### config.mk
export PLATFORM = sky130hd
export DESIGN_NAME = smac_unit
export DESIGN_NICKNAME = d
export VERILOG_FILES = /design/src/rtl/smac_pkg.sv /design/src/rtl/smac_cell.sv /design/src/rtl/smac_ripple.sv /design/src/rtl/smac_array.sv /design/src/rtl/smac_unit.sv
export SDC_FILE = /design/constraint.sdc
export NUM_CORES = 1
export LEC_CHECK = 0
export ABC_CLOCK_PERIOD_IN_PS = 16700
export BUFFER_PORTS_ARGS = -buffer_cell sky130_fd_sc_hd__buf_2
export CAP_MARGIN = 5
export CELL_PAD_IN_SITES_DETAIL_PLACEMENT = 1
export CELL_PAD_IN_SITES_GLOBAL_PLACEMENT = 1
export CORE_MARGIN = 5
export CORE_UTILIZATION = 33
export DETAILED_ROUTE_END_ITERATION = 8
export MAX_ROUTING_LAYER = met4
export PLACE_DENSITY_LB_ADDON = 0.1
export SLEW_MARGIN = 20
export SYNTH_ARGS = -nofsm -noshare
export SYNTH_HDL_FRONTEND = slang
export SYNTH_SLANG_ARGS = --single-unit
### constraint.sdc
create_clock -name clk -period 16.7 [get_ports clk]
set_clock_uncertainty 0.05 [all_clocks]
set_input_delay 0.835 -clock clk [delete_from_list [all_inputs] [get_ports clk]]
set_output_delay 0.835 -clock clk [all_outputs]
set_load 0.03 [all_outputs]
### src/rtl/smac_pkg.sv
package smac_pkg;
  localparam int OP_W  = 8;
  localparam int ACC_W = 16;
  localparam int PROD_W = 2 * OP_W;
endpackage

### src/rtl/smac_cell.sv
// One array cell: partial-product bit (optionally negative-weighted by
// complement) plus, for full-adder cells, the sum and carry of equal weight.
module smac_cell #(
  parameter bit NEG_W  = 1'b0,
  parameter bit ADDER  = 1'b1
) (
  input  logic a_bit,
  input  logic b_bit,
  input  logic sum_in,
  input  logic carry_in,
  output logic sum_out,
  output logic carry_out
);
  logic term;

  always_comb begin
    term = NEG_W ? ~(a_bit & b_bit) : (a_bit & b_bit);
  end

  generate
    if (ADDER) begin : g_fa
      always_comb begin
        sum_out   = term ^ sum_in ^ carry_in;
        carry_out = (term & sum_in) | (term & carry_in) | (sum_in & carry_in);
      end
      always_comb begin
        assert_cell_sum_R1: assert ({carry_out, sum_out} ==
          2'(term) + 2'(sum_in) + 2'(carry_in))
          else $error("cell adder mismatch");
      end
    end else begin : g_edge
      always_comb begin
        sum_out   = term;
        carry_out = 1'b0;
      end
    end
  endgenerate
endmodule

### src/rtl/smac_ripple.sv
// Ripple-carry adder, bit-serial carry chain.
module smac_ripple #(
  parameter int W = 8
) (
  input  logic [W-1:0] x,
  input  logic [W-1:0] y,
  input  logic         cin,
  output logic [W-1:0] sum,
  output logic         cout
);
  localparam int EXT_W = W + 1;

  always_comb begin
    logic cy;
    cy = cin;
    for (int k = 0; k < W; k++) begin
      sum[k] = x[k] ^ y[k] ^ cy;
      cy     = (x[k] & y[k]) | (x[k] & cy) | (y[k] & cy);
    end
    cout = cy;
  end

  always_comb begin
    assert_ripple_sum_R5: assert ({cout, sum} ==
      EXT_W'(x) + EXT_W'(y) + EXT_W'(cin))
      else $error("ripple adder mismatch");
  end
endmodule

### src/rtl/smac_array.sv
// Signed array multiplier: rows of cells in carry-save form, sign terms
// complemented, constant ones at weights OP_W and 2*OP_W-1, ripple final row.
module smac_array #(
  parameter int N = 8
) (
  input  logic [N-1:0]   a,
  input  logic [N-1:0]   b,
  output logic [2*N-1:0] p
);
  localparam int PW = 2 * N;

  generate
    for (genvar i = 0; i < N; i++) begin : g_row
      logic [N-1:0] s_row;
      logic [N-1:0] c_row;
      for (genvar j = 0; j < N; j++) begin : g_col
        localparam bit NEG = ((i == N-1) != (j == N-1));
        logic s_in;
        logic c_in;
        if (i == 0) begin : g_top
          assign s_in = 1'b0;
          assign c_in = 1'b0;
        end else begin : g_body
          if (j < N-1) begin : g_inner
            assign s_in = g_row[i-1].s_row[j+1];
          end else if (i == 1) begin : g_const
            assign s_in = 1'b1;   // constant one at weight N
          end else begin : g_zero
            assign s_in = 1'b0;
          end
          assign c_in = g_row[i-1].c_row[j];
        end
        smac_cell #(
          .NEG_W (NEG),
          .ADDER (i != 0)
        ) u_cell (
          .a_bit     (a[j]),
          .b_bit     (b[i]),
          .sum_in    (s_in),
          .carry_in  (c_in),
          .sum_out   (s_row[j]),
          .carry_out (c_row[j])
        );
      end
      assign p[i] = s_row[0];
    end
  endgenerate

  logic [N-1:0] fin_x;
  logic         fin_cout;

  generate
    for (genvar k = 0; k < N; k++) begin : g_fin
      if (k < N-1) begin : g_s
        assign fin_x[k] = g_row[N-1].s_row[k+1];
      end else begin : g_top1
        assign fin_x[k] = 1'b1;   // constant one at weight 2N-1
      end
    end
  endgenerate

  smac_ripple #(.W(N)) u_final (
    .x    (fin_x),
    .y    (g_row[N-1].c_row),
    .cin  (1'b0),
    .sum  (p[PW-1:N]),
    .cout (fin_cout)
  );

  always_comb begin
    assert_array_prod_R1: assert ($signed(p) ==
      PW'($signed(a) * $signed(b)))
      else $error("array product mismatch");
  end
endmodule

### src/rtl/smac_unit.sv
module smac_unit
  import smac_pkg::*;
#(
  parameter int N   = OP_W,
  parameter int AW  = ACC_W
) (
  input  logic            clk,
  input  logic            rst_n,
  input  logic            clr,
  input  logic            acc_en,
  input  logic [N-1:0]    sample,
  input  logic [N-1:0]    coeff,
  output logic [2*N-1:0]  prod,
  output logic [AW-1:0]   acc
);
  localparam int PW = 2 * N;

  logic [AW-1:0] prod_ext;
  logic [AW-1:0] acc_next;
  logic          acc_cout;

  smac_array #(.N(N)) u_array (
    .a (sample),
    .b (coeff),
    .p (prod)
  );

  generate
    if (AW > PW) begin : g_sext
      assign prod_ext = {{(AW-PW){prod[PW-1]}}, prod};
    end else begin : g_trunc
      assign prod_ext = prod[AW-1:0];
    end
  endgenerate

  smac_ripple #(.W(AW)) u_acc_add (
    .x    (acc),
    .y    (prod_ext),
    .cin  (1'b0),
    .sum  (acc_next),
    .cout (acc_cout)
  );

  always_ff @(posedge clk or negedge rst_n) begin
    if (!rst_n)      acc <= '0;
    else if (clr)    acc <= '0;
    else if (acc_en) acc <= acc_next;
  end

  assert_clear_zero_R4: assert property (@(posedge clk) disable iff (!rst_n)
    clr |=> (acc == '0));

  assert_hold_idle_R6: assert property (@(posedge clk) disable iff (!rst_n)
    (!clr && !acc_en) |=> $stable(acc));

  assert_accum_wrap_R7: assert property (@(posedge clk) disable iff (!rst_n)
    (!clr && acc_en) |=> (acc == AW'($past(acc) + $past(prod_ext))));
endmodule

**Word level (Yosys, flattened, before mapping)**

Cells that the tools add are included.

- Output and inout bits: 32
- Word-level logic and storage cells: 550
- Input port bits: 20
- Register bits: 16

- Reductions and logical operators: 1
- Muxes and demuxes: 2
- Bitwise gates (word level): 546

Operators with widths:

| cell | number |
|---|---|
| 1-bit AND | 265 |
| 1-bit XOR | 142 |
| 1-bit bitwise OR | 124 |
| 16-bit two-way mux | 2 |
| 1-bit NOT | 15 |
| 2-bit nonzero test | 1 |

**Logic depth before layout (Yosys ltp)**

Gate-level depths: netlist (run 1).

- Depth in word-level cells: 47
- Gate-level depth with buffers: 27
- Gate-level depth less buffers: 27

**Hierarchy**

A second synthesis (run 1) with hierarchy kept.

- Cell total of the unflattened synthesis: 459
- Area total of the unflattened synthesis: 3569.7 µm²

Modules (own cells, without submodules):

| module | times used | seq. area each (µm²) | area an instance (µm²) | cells an instance |
|---|---|---|---|---|
| smac_cell at u_array.g_row[1].g_col[0].u_cell ... | 43 | 0.0 | 38.8 | 6 |
| smac_unit | 1 | 400.4 | 664.4 | 53 |
| smac_cell at u_array.g_row[1].g_col[7].u_cell ... | 13 | 0.0 | 41.3 | 6 |
| smac_ripple at u_acc_add | 1 | 0.0 | 357.8 | 26 |
| smac_ripple at u_array.u_final | 1 | 0.0 | 197.7 | 18 |
| smac_cell at u_array.g_row[0].g_col[0].u_cell ... | 7 | 0.0 | 17.5 | 3 |
| smac_cell at u_array.g_row[0].g_col[7].u_cell | 1 | 0.0 | 15.0 | 3 |
| smac_array | 1 | 0.0 | 7.5 | 2 |

**Worst setup path after synthesis (run 1)**

OpenSTA, ideal clock, no wires.

- Path kind: in2reg
- Start: input sample[7]
- End: register acc[15]
- Arrival: 8.205 ns
- Setup time: 0.125 ns
- Slack: 8.320 ns
- Path buffers: 1
- Cell stages on the path: 24
- Data required time: 16.525 ns
- Cells stage by stage: clkbuf_1 nand2_1 ha_1 inv_1 fa_1 inv_1 fa_1 fa_1 fa_1 fa_1 inv_1 fa_1 inv_1 fa_1 fa_1 fa_1 fa_1 fa_1 fa_1 fa_1 fa_1 nand2b_1 mux2_4 mux2_4

- Cells in the longest elaborated chain, start to end: 42
- Elaborated cells between the ends (all ways): 301
- Classes of those cells: mux: 2; bitwise: 299

RTL lines:

| what | line | text |
|---|---|---|
| start, declared | smac_unit.sv:11 | `input logic [N-1:0] sample,` |
| 1-bit AND (*) | smac_cell.sv:17 | `term = NEG_W ? ~(a_bit & b_bit) : (a_bit & b_bit);` |
| 1-bit NOT (*) | smac_cell.sv:17 |  |
| 1-bit XOR (*) (13 in a row) | smac_cell.sv:23 | `sum_out = term ^ sum_in ^ carry_in;` |
| net u_array.g_row[7].g_col[0].u_cell.sum_out | smac_cell.sv:11 | `output logic sum_out,` |
| 1-bit AND | smac_ripple.sv:18 | `cy = (x[k] & y[k]) \| (x[k] & cy) \| (y[k] & cy);` |
| 1-bit bitwise OR | smac_ripple.sv:18 |  |
| 1-bit bitwise OR (*) | smac_ripple.sv:18 |  |
| 1-bit AND | smac_ripple.sv:18 |  |
| [... 15 more ...] | - |  |
| 1-bit bitwise OR | smac_ripple.sv:18 |  |
| 1-bit bitwise OR (*) | smac_ripple.sv:18 |  |
| 1-bit AND | smac_ripple.sv:18 |  |
| 1-bit bitwise OR | smac_ripple.sv:18 |  |
| 1-bit bitwise OR (*) | smac_ripple.sv:18 |  |
| 1-bit XOR (*) | smac_ripple.sv:17 | `sum[k] = x[k] ^ y[k] ^ cy;` |
| 16-bit two-way mux (*) | smac_unit.sv:47 | `else if (acc_en) acc <= acc_next;` |
| 16-bit two-way mux (*) | smac_unit.sv:46 | `else if (clr) acc <= '0;` |
| end signal, assigned | smac_unit.sv:47 |  |
| end, declared | smac_unit.sv:14 | `output logic [AW-1:0] acc` |

The timed path passes the listed nets; every way through them passes the cells marked *. The select of a mux whose other input is x is not followed.
A chain may end at the register's enable or synchronous reset.

**Final worst setup path (run 1)**

- Start: input sample[6]
- End: register acc[15]

- Cells in the longest elaborated chain, start to end: 42
- Elaborated cells between the ends (all ways): 325
- Classes of those cells: mux: 2; bitwise: 323

RTL lines:

| what | line |
|---|---|
| 1-bit AND | - |
| 1-bit XOR (11 in a row) | smac_cell.sv:23 |
| 1-bit AND | smac_ripple.sv:18 |
| 1-bit bitwise OR (2 in a row) | smac_ripple.sv:18 |
| 1-bit AND | smac_ripple.sv:18 |
| 1-bit bitwise OR (2 in a row) | smac_ripple.sv:18 |
| 1-bit AND | smac_ripple.sv:18 |
| 1-bit bitwise OR (2 in a row) | smac_ripple.sv:18 |
| [... 10 more ...] | - |
| 1-bit bitwise OR (2 in a row) | smac_ripple.sv:18 |
| 1-bit AND | smac_ripple.sv:18 |
| 1-bit bitwise OR (2 in a row) | smac_ripple.sv:18 |
| 1-bit AND | smac_ripple.sv:18 |
| 1-bit bitwise OR (2 in a row) | smac_ripple.sv:18 |
| 1-bit XOR (*) | smac_ripple.sv:17 |
| 16-bit two-way mux (*) | smac_unit.sv:47 |
| 16-bit two-way mux (*) | smac_unit.sv:46 |

Every way passes the cells marked *; elsewhere a longest branch is shown, timed or not. The select of a mux whose other input is x is not followed.

==> flow_summary.ini, run 1 <==
[final_layout]
fin_cells = 391
antenna_cells = 0
nets = 388
drive_above_1_share = 0.2042
finish.utilization = 0.3873
regMostFlops = acc
largest_reg_flops = 16
top_regs = acc (16)
synthToLayoutAreaGrowth_pct = 12.68
fill_cells = 906
stdcell_area_um2 = 3024

[sta]
tns_ps = 0
min_period_over_period = 0.4957
period_minus_slack_ps = 8279
hold_viol = 0
rsz0062_at_grt = no
worstMarginPinSlew_ps = 496.2
finalSetupViolations = 0
fmax_ghz = 0.1208
slew_headroom = 0.6692
final-max-slew-violation-count = 0

[yosys]
yosys_warnings = 0
syn_avg_cell_area_um2 = 10.82
synth_cell_types = 18
syn_inst = 248
synth_seq_cells = 16
yosysTopAreaCellShare = 0.4625
synthTopCellsByArea = fa_1, dfrtp_1, and2_1
yosys.area.top_type = fa_1
syn_area_um2 = 2684
seq_area_frac_synth = 0.1492
syn_nets = 345

[worst_setup_path]
worstSetupEndpoint = acc[15]
path_buf_inv = 5
reg2reg_from = acc[0]
slowest_delay_ps = 530
worstPathCellList = buf_2, and2_1, ha_1, inv_1, fa_1, inv_1, fa_1, fa_1, fa_1, fa_1, inv_1, fa_1, inv_1, fa_1, fa_1, fa_1, fa_1, fa_1, fa_1, fa_1, fa_1, nand2b_1, mux2_4, mux2_4
worstSetupStartpoint = sample[6]
crit_type = in -> reg
ff2ff_path_depth = 20
required_ps = 16790
worstPathMaxFanout = 8
crit_top_cell = fa_1
worstSetupPathDepth = 24
cp-end-kind = flip-flop
cp_data_arrival_time_ps = 8370
cp_slowest_cell = fa_1
critPathTopFamily = adder cells
rrSetupSlack_ps = 10470
crit_path_start_kind = input port
reg2reg_to = acc[15]

[route]
drt_iter0_drc = 23
avgRoutedWirePerCell_um = 13.60
postRouteAntennaNets = 0
first_pass_iters = 2
via_count = 1759
routed_via_density = 4.499
wl_mm = 5.319
route.detailed.drc = 0

[placement]
hpwlAfterDp_mm = 4.845
placedCellCount = 388
portBuffers = 51
gp_congestion = 0.7322
dpl-instance-area_um2 = 2983

[global_routing]
grt_max_degree = 19
track_usage = 0.1214
grt_first_pass_wirelength_mm = 9.528
grt_pass1_vias = 2004
antenna_found_initial = 0
grt-ovfl-total = 0

[floorplan]
start_util = 0.3438
die_h_um = 100.2
pin_count = 52
rows = 32
dieArea_um2 = 10040
fp.dieW_um = 100.2
core_area_um2 = 7807

[clock_tree]
clock_sinks = 16
root_buffer = clkbuf_8
cts_resized = 0
cts_made_buffers = 3
clock_latency_ps = 250
cts_setup_buffers = 0
clk_pin_slew_ps = 60
clock_path_buffers = 2
htreeDepth = 1
tritoncts = done
hold_buffers = 0

[run]
cap_violations = 0

[status]
outcome = finished, final reports clean

[min_path]
hp-class = in -> async
cell usage in the layout, fill, tap and decap left out:
cell and instances:
fa_1 62, buf_2 51, and2_1 44, inv_1 41, nand2_1 21, nor2_1 16, dfrtp_1 16, ha_1 15
mux2i_1 11, mux2_2 3, clkbuf_8 3, mux2_4 2, xor2_1 1, a211oi_1 1, nor2b_1 1, nand2b_1 1
area by class of cell:
class / instances / area [um2] / area share
clock buffers: 3 / 41.29 / 0.01365
inverters: 41 / 153.9 / 0.05089
multi-input cells: 178 / 2046 / 0.6765
flip-flops and latches: 16 / 400.4 / 0.1324
well taps: 102 / 127.6 / 0.04220
repair buffers: 51 / 255.2 / 0.08440
stage by stage:
step	hold slack, ps	worst slack (ps)
2_1_floorplan	489.4	8320
3_3_place_gp	496.1	8173
3_5_place_dp	498.0	8083
4_1_cts	456.5	8354
5_1_grt	473.9	8123
6_report	449.6	8421
per-layer routing:
layer	wire length, um	up-vias	global-route usage
li1	-	809	-
met1	2135	915	0.1468
met2	2974	31	0.2217
met3	178	4	0.01598
met4	31	0	0.01554
met5	0	-	-
worst min-delay path by stage:
stage	cells past startpoint	startpoint	slack, ps	endpoint
3_3_place_gp	2	acc[0]	500	acc[0]
4_1_cts	1	rst_n	460	acc[7]
3_5_place_dp	2	acc[0]	500	acc[0]
6_report	1	rst_n	450	acc[15]
5_1_grt	1	rst_n	470	acc[14]
2_1_floorplan	0	rst_n	490	acc[0]
cells in the mapped netlist (all sizes together):
master,n
fa,62
and2,44
inv,41
nand2,21
dfrtp,16
nor2,16
ha,15
buf,11
mux2i,11
mux2,5
clkbuf,2
a211oi,1
nand2b,1
nor2b,1
xor2,1
cells by family after synthesis:
family | synth area share
fa+ha+maj | 0.5324
flops | 0.1492
xor+xnor | 0.003264
simple gates | 0.1590
compound gates | 0.002798
buf+inv | 0.08858
mux | 0.06480
Power of run 1 is left out: the tool's default activity adds up to more than one toggle a clock period on the data nets, which glitch-free logic cannot reach.
==> run 2, diff against run 1 <==
--- a/config.mk
+++ b/config.mk
@@ -5,7 +5,7 @@
 export SDC_FILE = /design/constraint.sdc
 export NUM_CORES = 1
 export LEC_CHECK = 0
-export ABC_CLOCK_PERIOD_IN_PS = 16700
+export ABC_CLOCK_PERIOD_IN_PS = 8500
 export BUFFER_PORTS_ARGS = -buffer_cell sky130_fd_sc_hd__buf_2
 export CAP_MARGIN = 5
 export CELL_PAD_IN_SITES_DETAIL_PLACEMENT = 1
==> constraint.sdc (replaced) <==
create_clock -name clk -period 8.5 [get_ports clk]
set_clock_uncertainty 0.05 [all_clocks]
set_input_delay 0.425 -clock clk [delete_from_list [all_inputs] [get_ports clk]]
set_output_delay 0.425 -clock clk [all_outputs]
set_load 0.03 [all_outputs]
==> run 2 against run 1 <==
Design area stayed put. Hold slack worse by 410 ps. Wire length is 1.5% lower. First-iteration DRC count stayed put. Die area stayed put. Critical endpoint unchanged. Global-route usage is 0.085 points lower. Critical path depth stayed put. Register-to-register slack worse by 8200 ps. Clock-buffer cell count stayed put. Flip-flop and latch count stayed put. Setup slack worse by 7800 ps.
==> flow_summary.ini, run 2 (synthesized netlist as in run 1, its figures left out) <==
[worst_setup_path]
cp-end-kind = flip-flop
cp_slowest_cell = fa_1
rrSetupSlack_ps = 2280
critPathTopFamily = adder cells
slowest_delay_ps = 530
crit_path_start_kind = input port
ff2ff_path_depth = 20
crit_type = in -> reg
reg2reg_from = acc[0]
required_ps = 8590
worstPathCellList = buf_2, and2_1, ha_1, inv_1, fa_1, inv_1, fa_1, fa_1, fa_1, fa_1, inv_1, fa_1, inv_1, fa_1, fa_1, fa_1, fa_1, fa_1, fa_1, fa_1, fa_1, nand2b_1, mux2_4, mux2_4
path_buf_inv = 5
cp_data_arrival_time_ps = 7950
reg2reg_to = acc[15]
crit_top_cell = fa_1
worstPathMaxFanout = 8

[floorplan]
core_area_um2 = 7807
rows = 32
pin_count = 52
start_util = 0.3438
dieArea_um2 = 10040
fp.dieW_um = 100.2
die_h_um = 100.2

[clock_tree]
htreeDepth = 1
root_buffer = clkbuf_8
tritoncts = done
cts_setup_buffers = 0
cts_made_buffers = 3
clock_path_buffers = 2
clk_pin_slew_ps = 60
cts_resized = 0
hold_buffers = 0
clock_latency_ps = 240
clock_sinks = 16

[placement]
gp_congestion = 0.7325
portBuffers = 51
pre_cts_slack_ps = 296.1
hpwlAfterDp_mm = 4.818

[route]
avgRoutedWirePerCell_um = 13.40
drt_iter0_drc = 23
postRouteAntennaNets = 0
first_pass_iters = 4
via_count = 1774
wl_mm = 5.241
routed_via_density = 4.537
route.detailed.drc = 0

[final_layout]
regMostFlops = acc
fill_cells = 895
nets = 388
drive_above_1_share = 0.2042
largest_reg_flops = 16
antenna_cells = 0
synthToLayoutAreaGrowth_pct = 12.68
mostFrequentLayoutCell = fa_1
top_regs = acc (16)
layout_common_cells = fa_1, buf_2, and2_1, inv_1, nand2_1

[min_path]
hp-class = in -> async

[sta]
rsz0062_at_grt = no
hold_viol = 0
fmax_ghz = 0.1272
tns_ps = 0
finalSetupViolations = 0
min_period_over_period = 0.9249
final-max-slew-violation-count = 0
setup_ws_ps = 638.6
worstMarginPinSlew_ps = 486.1
slew_headroom = 0.6759
period_minus_slack_ps = 7861

[global_routing]
track_usage = 0.1206
grt-ovfl-total = 0
antenna_found_initial = 0
grt_max_degree = 19
grt_first_pass_wirelength_mm = 9.446
grt_pass1_vias = 1985

[run]
cap_violations = 0

[status]
outcome = finished, final reports clean
-- run 2: worst max-delay path by stage --
| stage | startpoint | to | slack, ps | cells after the start |
|---|---|---|---|---|
| 5_1_grt | sample[6] | acc[15] | 330 | 24 |
| 3_5_place_dp | sample[6] | acc[15] | 300 | 24 |
| 2_1_floorplan | sample[7] | acc[15] | 530 | 24 |
| 3_3_place_gp | sample[6] | acc[15] | 380 | 24 |
| 4_1_cts | sample[6] | acc[15] | 570 | 24 |
| 6_report | sample[6] | acc[15] | 640 | 24 |
-- run 2: through the flow --
step / utilization / hold WS [ps] / cell area, um2 / cells
floorplan: - / 79.41 / 2684 / 248
global placement: 0.3821 / 321.7 / 2983 / 388
detailed placement: 0.3821 / 324.2 / 2983 / 388
CTS: 0.3873 / 50.63 / 3024 / 391
global route: 0.3873 / 69.16 / 3024 / 391
finish: 0.3873 / 39.41 / 3024 / 391
-- run 2: area by class of cell --
cell class	count	area (um2)	area share
multi-input combinational	178	2046	0.6765
sequential	16	400.4	0.1324
timing repair buffer	51	255.2	0.08440
inverter	41	153.9	0.05089
tap	102	127.6	0.04220
clock buffer	3	41.29	0.01365
-- run 2: routing by layer --
metal / track usage / share of wire / routed length [um]
met1: 0.1474 / 0.41 / 2126
met5: - / 0 / 0
met3: 0.01459 / 0.028 / 148
met4: 0.01554 / 0.0055 / 29
met2: 0.2192 / 0.56 / 2937
Power of run 2 is left out for the same reason.
